<file path="config.mk">
export PLATFORM = sky130hd
export DESIGN_NAME = sram_lane_ctrl
export DESIGN_NICKNAME = d
export VERILOG_FILES = /design/src/rtl/sram_lane_ctrl.sv
export SDC_FILE = /design/constraint.sdc
export NUM_CORES = 1
export LEC_CHECK = 0
export ABC_AREA = 0
export BUFFER_PORTS_ARGS = -buffer_cell sky130_fd_sc_hd__buf_4
export CORE_MARGIN = 10
export CORE_UTILIZATION = 50
export CTS_CLUSTER_SIZE = 14
export DETAILED_ROUTE_END_ITERATION = 16
export HOLD_SLACK_MARGIN = 0.08
export PLACE_DENSITY = 0.91
export SLEW_MARGIN = 0
export SYNTH_ARGS = -nofsm -noshare
export SYNTH_HDL_FRONTEND = slang
export SYNTH_SLANG_ARGS = --single-unit
</file>
<file path="constraint.sdc">
create_clock -name clk -period 3.25 [get_ports clk]
set_input_delay 0.325 -clock clk [delete_from_list [all_inputs] [get_ports clk]]
set_output_delay 0.325 -clock clk [all_outputs]
set_load 0.03 [all_outputs]
</file>
<file path="src/rtl/sram_lane_ctrl.sv">
module sram_lane_ctrl #(
  parameter int AW      = 18,
  parameter int ACC_CYC = 4
) (
  input  logic          clk,
  input  logic          rst_n,
  input  logic          req_valid,
  input  logic          req_write,
  input  logic [AW-1:0] req_addr,
  input  logic [15:0]   req_wdata,
  input  logic [1:0]    req_mask,
  output logic          req_ready,
  output logic          rsp_valid,
  output logic [15:0]   rsp_rdata,
  output logic [AW-1:0] mem_addr,
  output logic          mem_ce_n,
  output logic          mem_oe_n,
  output logic          mem_we_n,
  output logic          mem_lb_n,
  output logic          mem_ub_n,
  output logic [15:0]   mem_dq_out,
  output logic          mem_dq_oe,
  input  logic [15:0]   mem_dq_in
);
  localparam int CW = $clog2(ACC_CYC + 1);
  localparam logic [CW-1:0] LAST = CW'(ACC_CYC - 1);

  typedef enum logic [1:0] {S_IDLE, S_SETUP, S_ACT, S_HOLD} st_t;

  st_t          st;
  logic [CW-1:0] cnt;
  logic         wr_q;
  logic [AW-1:0] addr_q;
  logic [15:0]  wd_q;
  logic [1:0]   lane_q;
  logic [15:0]  lane_bits;

  wire busy   = (st != S_IDLE);
  wire strobe = (st == S_ACT);
  wire accept = req_valid && !busy && (req_mask != 2'b00);

  assign lane_bits  = {{8{lane_q[1]}}, {8{lane_q[0]}}};
  assign req_ready  = !busy;
  assign mem_addr   = addr_q;
  assign mem_ce_n   = !busy;
  assign mem_we_n   = !(strobe && wr_q);
  assign mem_oe_n   = !(strobe && !wr_q);
  assign mem_lb_n   = !(busy && lane_q[0]);
  assign mem_ub_n   = !(busy && lane_q[1]);
  assign mem_dq_oe  = busy && wr_q;
  assign mem_dq_out = wd_q;

  always_ff @(posedge clk or negedge rst_n) begin
    if (!rst_n) begin
      st        <= S_IDLE;
      cnt       <= '0;
      wr_q      <= 1'b0;
      addr_q    <= '0;
      wd_q      <= '0;
      lane_q    <= '0;
      rsp_valid <= 1'b0;
      rsp_rdata <= '0;
    end else begin
      rsp_valid <= 1'b0;
      unique case (st)
        S_IDLE: if (accept) begin
          wr_q   <= req_write;
          addr_q <= req_addr;
          wd_q   <= req_wdata;
          lane_q <= req_mask;
          st     <= S_SETUP;
        end
        S_SETUP: begin
          cnt <= '0;
          st  <= S_ACT;
        end
        S_ACT: if (cnt == LAST) begin
          st <= S_HOLD;
          if (!wr_q) begin
            rsp_valid <= 1'b1;
            rsp_rdata <= mem_dq_in & lane_bits;
          end
        end else begin
          cnt <= cnt + 1'b1;
        end
        default: begin
          st     <= S_IDLE;
          lane_q <= '0;
        end
      endcase
    end
  end


  no_bus_clash_chk: assert property (@(posedge clk) disable iff (!rst_n)
    $rose(mem_dq_oe) |-> ($past(mem_oe_n) && mem_oe_n));


  addr_hold_chk: assert property (@(posedge clk) disable iff (!rst_n)
    (!mem_ce_n && $past(!mem_ce_n)) |-> $stable(mem_addr));


  we_setup_chk: assert property (@(posedge clk) disable iff (!rst_n)
    $fell(mem_we_n) |-> $past(!mem_ce_n));


  rsp_pulse_chk: assert property (@(posedge clk) disable iff (!rst_n)
    rsp_valid |=> !rsp_valid);


  rsp_after_oe_chk: assert property (@(posedge clk) disable iff (!rst_n)
    $rose(rsp_valid) |-> $past(!mem_oe_n));


  read_we_chk: assert property (@(posedge clk) disable iff (!rst_n)
    !mem_oe_n |-> (mem_we_n && !mem_dq_oe));


  empty_mask_chk: assert property (@(posedge clk) disable iff (!rst_n)
    (req_ready && req_valid && req_mask == 2'b00) |=> (req_ready && mem_ce_n));
endmodule

</file>
* Word-level counts from Yosys, hierarchy flattened
Cells that the tools add are included.
Storage, ports and cells: flip-flop bits (word level) 59, output and inout bits 58, logic and storage cells 51
Cells by class: add/sub/neg operators 1, equality and inequality tests 6, multiplexer cells 10, bitwise gates (word level) 3, reduce and logical (&&, ||, !) cells 23
Operators with widths (number):
- $and 16x16->16 | 1
- $reduce_and 2->1 | 4
- $logic_and 1x1->1 | 7
- $logic_not 1->1 | 6
- $mux 2 | 3
- $pmux 2 s3 | 1
- $pmux 3 s2 | 1
- $reduce_bool 2->1 | 3
- $ne 2x2->1 const B | 2
- $pmux 2 s2 | 1
- $add 3x1->3 const B | 1
- $eq 3x2->1 const B | 1
- $mux 1 | 3
- $mux 3 | 1
- $reduce_and 3->1 | 1
- $eq 2x1->1 const B | 1
- $eq 2x2->1 const B | 1
- $logic_not 2->1 | 1
- $ne 2x1->1 const B | 1
- $not 1->1 | 2
- $reduce_or 2->1 | 1

* Logic depth before layout (Yosys ltp)
Gate-level depths: netlist of the first run.
depth after elaboration 6, depth in mapped cells 6, gate-level depth less buffers 5

* Worst setup path before layout of the first run
No wires, ideal clock.
path kind register -> register, from register st[0], to register addr_q[0] (netlist: mem_addr[0]), setup time 125 ps, data arrival time 1669 ps, path slack 1456 ps, stages on the path, launching flop included 7, path buffers 2, clock period less this slack 1794 ps, path through dfrtp_1 -> inv_1 -> ha_1 -> buf_2 -> o211ai_4 -> buf_8 -> mux2_4
Between the ends: cells in the longest elaborated chain, start to end 5, elaborated cells between the ends (all ways) 6, those cells by class reduce/logical: 6
RTL lines:
- start, declared | RTL line 30 | st_t st;
- start signal, assigned | RTL line 55 | st <= S_IDLE;
- start signal, assigned | RTL line 71 | st <= S_SETUP;
- start signal, assigned | RTL line 75 | st <= S_ACT;
- $reduce_bool 2->1 | RTL line 38 | wire busy = (st != S_IDLE);
- $logic_not 1->1
- named net mem_ce_n | RTL line 16 | output logic mem_ce_n,
- $logic_and 1x1->1 (2 in a row) | RTL line 40 | wire accept = req_valid && !busy && (req_mask != 2'b00);
- $reduce_and 2->1 (no line)
- end signal, assigned | RTL line 68 | addr_q <= req_addr;
- end, declared | RTL line 33 | logic [AW-1:0] addr_q;
The timed path passes the listed nets, and every way through them passes these cells. A chain may end at the register's enable or synchronous reset.

* Worst setup path after layout of the first run
from register st[0], to register wd_q[11] (netlist: mem_dq_out[11])
Between the ends: cells in the longest elaborated chain, start to end 5, elaborated cells between the ends (all ways) 6, those cells by class reduce/logical: 6
RTL lines:
- $reduce_bool 2->1 | RTL line 38
- $logic_not 1->1 | RTL line 40
- $logic_and 1x1->1 (2 in a row) | RTL line 40
- $reduce_and 2->1 (no line) (*)
- end signal, assigned | RTL line 69 | wd_q <= req_wdata;
- end, declared | RTL line 34 | logic [15:0] wd_q;
Mark *: on every way between the ends. The rest lies on a longest branch, timed or not.

==> results of run 1 <==
-- cell families after synthesis --
family,Yosys count
AND/OR/NAND/NOR,48
flip-flops,59
buffers and inverters,15
AO/OA/AOI/OAI,28
XOR/XNOR,1
adder cells (fa/ha/maj),6
multiplexers,37
-- stage by stage --
step           cell area [µm²]  instances
4_1_cts                   3680        385
2_1_floorplan             2570        194
3_3_place_gp              3440        368
3_5_place_dp              3440        368
5_1_grt                   3680        385
6_report                  3680        385
-- final cells by class --
cell class / count / area, µm² / share of cell area
clock buffer: 11 / 151 / 0.0412
clock inverter: 5 / 75.1 / 0.0204
inverter: 4 / 15.0 / 0.00408
multi-input combinational: 120 / 997 / 0.271
sequential: 59 / 1480 / 0.402
tap: 70 / 87.6 / 0.0238
timing repair buffer: 116 / 873 / 0.238
-- metal layers --
| layer | global-route usage | vias to the layer above | routed length (µm) |
|---|---|---|---|
| li1 | - | 886 | - |
| met1 | 0.180 | 856 | 2740 |
| met2 | 0.239 | 79 | 2930 |
| met3 | 0.0644 | 10 | 555 |
| met4 | 0.0746 | 0 | 99 |
| met5 | 0 | - | 0 |
-- state kept, by name, summed over array words and instances (netlist names) --
name,count
rsp_valid,1
mem_addr,18
cnt,3
st,2
rsp_rdata,16
wr_q,1
lane_q,2
mem_dq_out,16
-- Yosys cell counts (all sizes together), types with 2 or more instances --
cell	count
nor2b	2
nor2	3
nand2b	5
a22o	3
a21o	2
mux2	37
ha	6
inv	4
o21ai	18
nand2	37
clkbuf	5
buf	6
dfrtp	59
o211ai	2
-- path summary, 6_finish.rpt --
path                                              end  slack, ns  cells past startpoint
hold / removal                mem_addr[3]$_DFFE_PN0P_       0.22                      2
min in group asynchronous           st[1]$_DFFE_PN0P_       0.60                      2
setup / recovery           mem_dq_out[11]$_DFFE_PN0P_       1.07                      5
max in group asynchronous     mem_addr[5]$_DFFE_PN0P_       2.17                      2
hold reg to reg              rsp_rdata[5]$_DFFE_PN0P_       0.48                      2
setup reg to reg           mem_dq_out[11]$_DFFE_PN0P_       1.07                      5
-- what timing repair did --
action                                  in CTS  in global routing
endpoints found under the setup margin       0                  0
hold buffers                                 1                  0
endpoints found under the hold margin       25                  0
setup buffers                                0                  0
-- worst max-delay path, delay by kind of cell (launching register included) --
kind | cells | cell delay [ns]
AO/OA/AOI/OAI | 1 | 0.46
adder cells (fa/ha/maj) | 1 | 0.41
buffers and inverters | 2 | 0.47
flip-flops | 1 | 0.40
multiplexers | 1 | 0.31
-- where the power goes --
group,switching (mW),internal (mW),total [mW]
Sequential,0.224,1.09,1.32
Clock,0.275,0.469,0.744
Combinational,1.22,0.987,2.21
Total,1.72,2.55,4.27
==> impl.org, run 1 <==
** Outcome
- Status :: finished, final reports clean

** Worst setup path
- Critical path class :: reg2reg
- CP max-delay cell :: sky130_fd_sc_hd__o211ai_4
- STA classifies the critical path endpoint as a flop.
- Critical path, cell by cell :: inv_1 > ha_1 > o211ai_4 > buf_4 > mux2_4
- Data arrives at the worst endpoint at 2.39 ns.
- Element type at the critical path start :: flop
- Data on the critical path is required at its endpoint by 3.46 ns.
- The critical path starts at st[0]$_DFFE_PN0P_.
- Along the worst path, the maximum fanout reaches 25.
- Worst R2R Start :: st[0]$_DFFE_PN0P_
- Biggest cell delay along the critical path :: approximately 0.46 ns

** Synthesis
- Avg Inst Size Synth :: approximately 13 µm²
- Of the synthesized area, sequential elements account for 0.574.
- Adder and majority cell fraction of the synthesized area :: 0.0292
- For this run, the leading register cell type out of synthesis is sky130_fd_sc_hd__dfrtp_1.
- Xor and xnor fraction of the mapped netlist area :: 0.00341
- Leading area contributor after synthesis :: sky130_fd_sc_hd__dfrtp_1
- Of the total synthesized cell area, the portion taken by AND, OR, NAND and NOR gates is 0.0784.
- Total standard cell area after synthesis :: 2570 µm²
- In the synthesized netlist, the number of instances is 194.
- Number of distinct library cells after synthesis :: 24
- Counting flops with an async set or reset pin after synthesis yields a share of 1.00.
- The number of nets in the synthesized netlist is 256.
- Yosys warns :: 0
- Main combinational cell family by area after synthesis :: multiplexers
- Ranked by total cell area, the synthesized netlist is headed by sky130_fd_sc_hd__dfrtp_1 (57%), sky130_fd_sc_hd__mux2_4 (18%), sky130_fd_sc_hd__nand2_1 (5.4%), sky130_fd_sc_hd__o21ai_0 (3.5%), sky130_fd_sc_hd__mux2_2 (3.1%).
- Top-area cell type share of the netlist area :: 0.574
- Of the post-synthesis cell area, the part taken by muxes is 0.206.
- The post-synthesis compound-gate area fraction is 0.0711.
- Counting flops and latches in the post-synthesis netlist gives between 50 and 60.
- EDFF count, synth :: 0

** Placed design
- Timing analysis after detailed placement gives a worst setup slack of between 1 and 1.5 ns.
- Count of input and output buffers :: 113
- Detailed placement ended at an HPWL of around 4700 µm.
- At the end of routability-driven placement, the weighted congestion stood at 0.736.

** Route
- Total DRC errors in the routed layout :: 0
- In this run, the number of DRC markers left after iteration 0 of detailed routing was 23.
- Count of TritonRoute iterations in the first routing pass :: 4
- The routed layout has 1831 vias.
- In the routed layout, each cell is associated on average with a via count of 4.76.
- Once detail routing completed, the nets flagged for antenna violations numbered 0.
- After detailed routing, the total wire length is 6320 µm.
- Wirelength per Cell :: roughly 16 µm

** Global route
- First-pass GRT wire length :: 10400 µm
- Overflow left after global routing :: 0
- In the global route stage, overall resource usage came out at 0.154.
- Number of antenna violations at the first check in global routing :: 0
- Entering global routing, the biggest net connects 60 pins.
- Via count of the first global-routing pass :: a little over 2000

** STA
- Final setup violating endpoints :: 0
- Worst slack on hold paths :: 0.222 ns
- Setup repair after global routing left no endpoint under its margin.
- The total count of max-transition violations in the final report was 0.
- Relative slew margins :: 0.243
- The clock arrives with 0.00616 ns of skew.
- Slew at the pin closest to its max-slew limit :: 1.13 ns
- The final hold violation count was 0.
- Achievable clock frequency :: around 460 MHz
- Post-route minimum period :: 2.18 ns
- Post-route fraction of the period consumed by the critical path :: 0.669
- Once routing completed, OpenROAD measured the worst setup slack at 1.07 ns.
- Setup TNS Final :: 0 ns

** Layout
- Fill cells :: 392
- From synthesis to final layout, the design area changed by 43.0%.
- Antenna diodes :: 0
- In the final design database the tool counted about 370 nets.
- Leading cell type in the layout, fill and taps excluded :: sky130_fd_sc_hd__buf_4
- The top cell types in the final layout, fill and taps aside, are sky130_fd_sc_hd__buf_4 (115), sky130_fd_sc_hd__dfrtp_1 (59), sky130_fd_sc_hd__nand2_1 (37), sky130_fd_sc_hd__mux2_4 (30), sky130_fd_sc_hd__o21ai_0 (18).
- Layout Utilization :: 0.729
- In the final layout, the share of cells above drive strength 1 is 0.540.

** Pwr
- IR analysis of the VDD net gives a maximum drop of around 0.66 mV.
- Total power for the finished layout comes to 4.27 mW.
- For this design the ratio of total power to cell area is 1160 nW/µm².
- For this design the static power due to leakage is 1.91 nW.

** Floorplan
- Die Outline Area :: 8410 µm²
- The total area inside the core boundary comes to 5040 µm².
- From bottom edge to top edge, the die measures 91.7 µm.
- The die is 91.7 µm wide.
- Count of standard-cell rows :: 26
- 114 I/O pins were placed.
- Initial standard-cell utilization of the core :: 0.510

** Clock tree
- Cell at the root of the clock tree :: sky130_fd_sc_hd__clkbuf_8
- In this run, post-CTS repair resized a total of 0 instances.
- TritonCTS Buffers :: 9
- Clock Pin Slew Worst Setup and Hold Paths :: about 0.06 ns
- Number of H-tree levels :: 3
- TritonCTS sink count :: 59
- Clock network latency to the later pin of the worst-skew pair :: 0.33 ns
- Maximum buffer depth of the clock tree :: 2
- Clock tree from TritonCTS :: done

** Hold path
- Class of the most critical hold timing path :: in2reg
- The worst hold path begins at req_addr[3].

** Flow run
- Number of max-cap violations :: 0
Note: power is estimated with default switching activity, not from simulation.
==> run 2: changes to the inputs <==
CORE_UTILIZATION = 42   (was 50)
PLACE_DENSITY = 0.82   (was 0.91)
clock period = 2 ns   (was 3.25 ns; I/O delays follow)
==> impl.org, run 2 (same netlist as run 1, synthesis figures left out) <==
** Outcome
- Status :: finished, final reports clean

** Global route
- Combined global-route utilization of all metal layers :: 0.132 (-0.0214)
- Via count of the first global-routing pass :: 2045 (+1.2%)
- The global-route congestion overflow total was 0 (unchanged).
- The largest net degree at the start of global routing is 60 (unchanged).
- The first-pass GRT wire length came to 10400 µm (+0.20%).
- The number of antenna violations at the first check in global routing was 0 (unchanged).

** Floorplan
- The width of the chip came to 98.2 µm (+7.1%).
- Ports :: 114 (unchanged)
- The initial cell density of the core was 0.434 (-0.0756).
- Die Outline Area :: 9650 µm² (+15%)
- The core outline area came to 5920 µm² (+17%).
- Vertical die dimension :: 98.2 µm (+7.1%)
- Count of standard-cell rows :: 28 (+7.7%)

** Clock tree
- Number of setup buffers added after CTS :: 0 (unchanged)
- Clock network latency to the later pin of the worst-skew pair :: 0.32 ns (about the same)
- The deepest level of the CTS H-tree came to 3 (unchanged).
- The maximum clock path buffer count is 2 (unchanged).
- Cell at the root of the clock tree :: sky130_fd_sc_hd__clkbuf_8
- Clock Pin Slew Worst Setup and Hold Paths :: 0.07 ns (about the same)
- The number of sinks on the clock net is 59 (unchanged).
- The number of buffers inserted for hold repair after clock tree synthesis was 5 (+4).
- Number of instances resized during post-cts repair :: 0 (unchanged)
- The CTS buffer count is 9 (unchanged).
- TritonCTS built the clock tree.

** Placed design
- The placed wire-length estimate after detailed placement came to 4900 µm (+3.1%).
- The number of port buffers is 113 (unchanged).
- Global placement routability congestion :: 0.747 (+1.5%)

** Layout
- The antenna diode count was 0 (unchanged).
- The layout net count was 380 (+2.2%).
- Commonest non-fill, non-tap cells in the layout :: sky130_fd_sc_hd__buf_4 (115), sky130_fd_sc_hd__dfrtp_1 (59), sky130_fd_sc_hd__nand2_1 (37), sky130_fd_sc_hd__mux2_4 (30), sky130_fd_sc_hd__o21ai_0 (18)
- Max FFs per register :: 18 (unchanged)
- Fraction of layout instances using a drive strength above 1 :: 0.529 (-0.0103)
- Leading cell type in the layout, fill and taps excluded :: sky130_fd_sc_hd__buf_4
- The final core area utilization is 0.633 (-0.0959).
- The area growth from synthesis to layout is 45.9%.

** Route
- The length of routed met2 wiring is 3210 µm (+9.7%).
- The DRC violation total after the first TritonRoute iteration is 59 (+160%).
- Final routed wirelength across all metal layers :: 6660 µm (+5.4%)
- Via total after detailed routing :: 1864 (+1.8%)
- The number of nets still failing antenna checks after routing came to 0 (unchanged).
- The length of routed wiring on met1 is 2750 µm (+0.62%).
- Wirelength per Cell :: 16.7 µm (+1.9%)
- The number of detailed-route iterations in the first pass was 4 (unchanged).
- Met3 wirelength from detailed routing :: 656 µm (+18%)
- Total DRC errors in the routed layout :: 0 (unchanged)
- Signal routing reaches up to met4.
- The number of vias per cell was 4.68 (-1.5%).

** STA
- Number of slew-limit violations in the final report :: 0 (unchanged)
- Final setup violating endpoints :: 0 (unchanged)
- The final hold violation count is 0 (unchanged).
- Slew at the pin closest to its max-slew limit :: 0.720 ns (-0.409 ns)
- The worst hold margin came to 0.104 ns (-0.118 ns).
- Derived from the worst setup path, the maximum achievable clock frequency is a little under 600 MHz.
- Worst Skew :: 0.00734 ns (+0.00118 ns)
- Setup repair after global routing left no endpoint under its margin.
- Dividing the final minimum period by the clock period gives 0.847.
- Relative slew margins :: 0.520 (+0.277)
- Post-route minimum period :: 1.69 ns
- The total negative setup slack was 0 ns (unchanged).

** Pwr
- PD cells :: 1820 nW/µm² (+57%)
- Total net switching power :: 2.85 mW (+66%)
- Fraction of power spent switching nets :: 0.417 (+0.0138)
- Part of the total power dissipated in combinational logic :: 0.529 (+0.012)
- Part of the total power dissipated in the clock network :: 0.155 (-0.019)
- The leakage power summed over all cells was 1.93 nW (+1.3%).
- The proportion of power drawn by flip-flops and latches came to 0.316 (+0.007).
- The internal cell power was 3.99 mW (+56%).
- The peak ir drop on the vdd network came to 1.06 mV (+61%).

** Worst setup path
- Critical path fanouts, max :: 10 (-60%)
- Type of destination of the critical path :: output port
- Element type at the critical path start :: flop
- The critical path data arrival time came to 1.49 ns (-0.90 ns).
- The required time of the critical path is 1.80 ns (-1.66 ns).
- Critical path class :: reg2out

** Flow run
- Number of max-cap violations :: 0 (unchanged)

** Hold path
- The path class of the tightest hold or removal check is in2reg.
-- run 2: cell types whose count changed in the layout (fill, tap and decap cells not counted) --
cell and change:
sky130_fd_sc_hd__dlygate4sd3_1 +7, sky130_fd_sc_hd__clkinv_2 -2, sky130_fd_sc_hd__clkbuf_8 -2, sky130_fd_sc_hd__bufinv_16 -1
sky130_fd_sc_hd__clkinv_4 +5, sky130_fd_sc_hd__buf_12 +1
-- run 2: critical path: stages (launching register included) --
cell	delay, ns
sky130_fd_sc_hd__dfrtp_1	0.37
sky130_fd_sc_hd__inv_1	0.07
sky130_fd_sc_hd__ha_1	0.24
sky130_fd_sc_hd__buf_4	0.18
sky130_fd_sc_hd__nand2b_1	0.14
sky130_fd_sc_hd__buf_4	0.18
-- run 2: power by group through the flow --
stage,clock [mW],combinational (mW),sequential (mW)
finish,1.06,3.62,2.16
global route,1.16,3.85,2.24
CTS,1.10,3.67,2.16
detailed placement,0,3.66,2.15
global placement,0,3.57,2.14
floorplan,0,1.37,3.12
-- run 2: cell type report --
| type | count | area, µm² |
|---|---|---|
| clock buffers | 9 | 124 |
| clock inverters | 7 | 78.8 |
| fillers | 487 | 2170 |
| inverters | 4 | 15.0 |
| multi-input cells | 120 | 997 |
| flip-flops and latches | 59 | 1480 |
| well taps | 75 | 93.8 |
| repair buffers | 124 | 963 |
-- run 2: stage by stage --
stage	power (mW)	instances	instance area (µm²)	setup slack, ns
6_report	6.84	398	3750	0.305
5_1_grt	7.25	398	3750	0.209
4_1_cts	6.93	395	3720	0.281
3_5_place_dp	5.81	374	3470	0.432
3_3_place_gp	5.71	374	3470	0.495
2_1_floorplan	4.49	194	2570	0.206
-- run 2: final timing paths --
path	startpoint	end	slack, ns	depth (start not counted)
max	st[0]$_DFFE_PN0P_	mem_lb_n	0.31	5
min	req_wdata[14]	mem_dq_out[14]$_DFFE_PN0P_	0.10	2
max reg2reg	st[0]$_DFFE_PN0P_	st[1]$_DFFE_PN0P_	0.43	5
min reg2reg	rsp_rdata[9]$_DFFE_PN0P_	rsp_rdata[9]$_DFFE_PN0P_	0.49	2
max in group asynchronous	rst_n	wr_q$_DFFE_PN0P_	1.04	2
min in group asynchronous	rst_n	rsp_rdata[11]$_DFFE_PN0P_	0.48	2
-- run 2: routing by layer --
metal | track usage | up-vias
li1 | - | 903
met1 | 0.148 | 878
met2 | 0.213 | 78
met3 | 0.0648 | 5
met4 | 0.0496 | 0
met5 | 0 | -
==> run 3: changes to the inputs <==
clock period = 1.46 ns   (was 2 ns; I/O delays follow)
==> impl.org, run 3 (same netlist as run 1, synthesis figures left out) <==
** Pwr
- The switching power was 4.14 mW (+45%).
- The internal cell power came to 6.33 mW (+59%).
- Fraction of power spent switching nets :: 0.395 (-0.0213)
- The peak ir drop on the vdd network was 1.30 mV (+23%).
- The total power density per cell area is 2350 nW/µm² (+29%).
- Part of the total power dissipated in combinational logic :: 0.557 (+0.028)
- PnR Total Power :: 10.5 mW (+53%)
- The proportion of power drawn by flip-flops and latches is 0.284 (-0.032).
- The part of the power in the clock network was 0.160 (+0.005).
- The leakage power summed over all cells came to 2.26 nW (+17%).

** Layout
- Fill cells :: 382 (-22%)
- Final #Nets :: 431 (+13%)
- Max FFs per register :: 18 (unchanged)
- Area growth from synthesis to layout :: 73.4%
- The antenna diode count is 0 (unchanged).
- The fraction of layout cells with a size suffix above 1 came to 0.537 (+0.00802).
- The non-filler instance count after layout is 449 (+13%).
- Leaving out fill and tap cells, the most frequent cell in the layout is sky130_fd_sc_hd__buf_4.
- The final cell area excluding filler cells came to 4460 µm² (+19%).
- The final core area utilization is 0.753 (+0.120).
- In the layout the commonest cells are sky130_fd_sc_hd__buf_4 (121), sky130_fd_sc_hd__dfrtp_1 (59), sky130_fd_sc_hd__dlygate4sd3_1 (41), sky130_fd_sc_hd__nand2_1 (36), sky130_fd_sc_hd__mux2_4 (35).

** Floorplan
- Chip width :: 98.2 µm (unchanged)
- The core outline area was 5920 µm² (unchanged).
- Die Outline Area :: 9650 µm² (unchanged)
- The initial cell density of the core came to 0.434 (unchanged).
- The total number of placement rows was 28 (unchanged).
- The vertical die dimension was 98.2 µm (unchanged).
- Ports :: 114 (unchanged)

** Worst setup path
- The cell that appears most often on the critical path is sky130_fd_sc_hd__buf_6.
- In this run the critical register-to-register path is captured at mem_dq_out[4]$_DFFE_PN0P_.
- Worst R2R Start :: st[1]$_DFFE_PN0P_
- STA classifies the critical path endpoint as an output port.
- The register-to-register setup slack was -0.06 ns (-0.49 ns).
- The worst setup path is of the reg2out kind.
- Arrival time of data at the critical path endpoint :: 1.40 ns (-0.09 ns)
- Element type at the critical path start :: flop
- Req. time, crit path :: 1.31 ns (-0.49 ns)
- Worst Reg2Reg Path Length in Cells :: 5 (unchanged)
- Critical path, cell by cell :: inv_2 > ha_4 > buf_6 > nand2b_4 > buf_6
- Among all stages on the critical path, the largest delay is contributed by sky130_fd_sc_hd__dfrtp_1.
- The highest cell delay on the worst timing path is 0.41 ns (+0.04 ns).
- Critical path fanouts, max :: 6 (-4)

** Route
- The number of nets still failing antenna checks after routing is 0 (unchanged).
- The number of vias per cell came to 4.73 (+0.96%).
- The DRC violation total after the first TritonRoute iteration is 74 (+25%).
- Total DRC errors in the routed layout :: 0 (unchanged)
- The mean routed wirelength per cell came to 17.5 µm (+4.6%).
- Via total after detailed routing :: 2123 (+14%)
- Final routed wirelength across all metal layers :: 7860 µm (+18%)
- The number of detailed-route iterations in the first pass came to 4 (unchanged).

** STA
- The final hold violation count was 0 (unchanged).
- Setup repair after global routing could not meet its margin everywhere.
- Post-route minimum period :: ~1.5 ns
- Setup slack of the critical path after layout :: -0.0874 ns (-0.392 ns)
- The total count of max-transition violations in the final report is 0 (unchanged).
- The number of endpoints failing setup at the final stage came to 30 (+30).
- The transition time at the pin with the least slew margin is 0.437 ns (-0.284 ns).
- For this run, the top clock speed supported by timing is 646 MHz.
- The setup clock skew after layout came to 0.0116 ns (+0.00426 ns).
- Dividing the final minimum period by the clock period gives 1.06.
- Relative slew margins :: 0.708 (+0.188)

** Outcome
- Status :: finished, violations left
- Violations in the final reports :: setup timing

** Global route
- The global-route congestion overflow total came to 0 (unchanged).
- The largest net degree at the start of global routing is 40 (-33%).
- The number of antenna violations at the first check in global routing was 0 (unchanged).
- Via count of the first global-routing pass :: 2323 (+14%)
- Combined global-route utilization of all metal layers :: 0.155 (+0.0226)
- First-pass GRT wire length :: 12200 µm (+17%)

** Clock tree
- Maximum buffer depth of the clock tree :: 2 (unchanged)
- Clock network latency to the later pin of the worst-skew pair :: 0.33 ns (about the same)
- Clock tree from TritonCTS :: done
- The deepest level of the CTS H-tree is 3 (unchanged).
- Clock Pin Slew Worst Setup and Hold Paths :: 0.06 ns (about the same)
- TritonCTS sink count :: 59 (unchanged)
- The CTS buffer count came to 9 (unchanged).
- Clock tree synthesis selected as its root buffer the cell sky130_fd_sc_hd__clkbuf_8.

** Hold path
- In this run the most critical hold path is launched from mem_dq_in[11].
- Class of the most critical hold timing path :: in2reg
- Cell depth of the worst hold path :: 3 (+1)
- End of the worst hold path :: rsp_rdata[11]$_DFFE_PN0P_

** Flow run
- The max capacitance violation total was 0 (unchanged).

** Placed design
- Placed cell count :: 380 (+1.6%)
- The number of port buffers came to 113 (unchanged).
- The global placer's final weighted congestion is 0.776 (+3.9%).
- The instance area after placement was 3570 µm² (+3.1%).
- HPWL after DPL :: 5170 µm (+5.6%)
[run 3: worst max path at each step]
stage	from	endpoint	slack (ns)	cells after the start
2_1_floorplan	st[1]$_DFFE_PN0P_	mem_addr[0]$_DFFE_PN0P_	-0.07	6
3_3_place_gp	st[0]$_DFFE_PN0P_	st[1]$_DFFE_PN0P_	0.05	5
3_5_place_dp	st[0]$_DFFE_PN0P_	st[1]$_DFFE_PN0P_	0.01	5
4_1_cts	st[0]$_DFFE_PN0P_	mem_oe_n	-0.08	5
5_1_grt	st[1]$_DFFE_PN0P_	mem_dq_oe	-0.14	5
6_report	st[1]$_DFFE_PN0P_	mem_ub_n	-0.09	5
[run 3: final cells by class]
cell class,count,area [µm²],area share
repair buffers,175,1540,0.345
flip-flops and latches,59,1480,0.331
multi-input cells,120,1110,0.248
clock buffers,12,155,0.0348
well taps,75,93.8,0.0211
clock inverters,4,72.6,0.0163
inverters,4,15.0,0.00337
[run 3: power by group through the flow]
stage               Combinational (mW)  Clock [mW]  Sequential (mW)
CTS                               5.45        1.71             2.93
global route                      6.16        1.78             3.08
finish                            5.83        1.67             2.97
floorplan                         1.99           0             4.28
detailed placement                5.21           0             2.94
global placement                  5.08           0             2.92
[run 3: timing repair]
action	CTS	global route
pin swaps	0	3
hold buffers	41	0
setup endpoints to repair	8	25
resized for setup	7	18
gates cloned	0	2
setup buffers	4	6
endpoints found under the hold margin	99	0
[run 3: per-layer routing]
layer | wire length (µm) | global-route usage
met1 | 2960 | 0.168
met2 | 4210 | 0.271
met3 | 556 | 0.0543
met4 | 135 | 0.0606
met5 | 0 | 0
[run 3: through the flow]
stage | TNS (ns) | hold slack (ns) | setup slack, ns
global placement | 0 | 0.0440 | 0.0544
global route | -3.00 | 0.0869 | -0.144
floorplan | -2.07 | -0.150 | -0.0680
CTS | -0.290 | 0.0809 | -0.0766
finish | -1.05 | 0.0927 | -0.0874
detailed placement | 0 | 0.0560 | 0.0126
[run 3: worst max-delay path, delay by kind of cell, from the launching register on]
family / cells / cell delay, ns
adder cells (fa/ha/maj): 1 / 0.18
buffers and inverters: 3 / 0.36
flip-flops: 1 / 0.41
AND/OR/NAND/NOR: 1 / 0.14
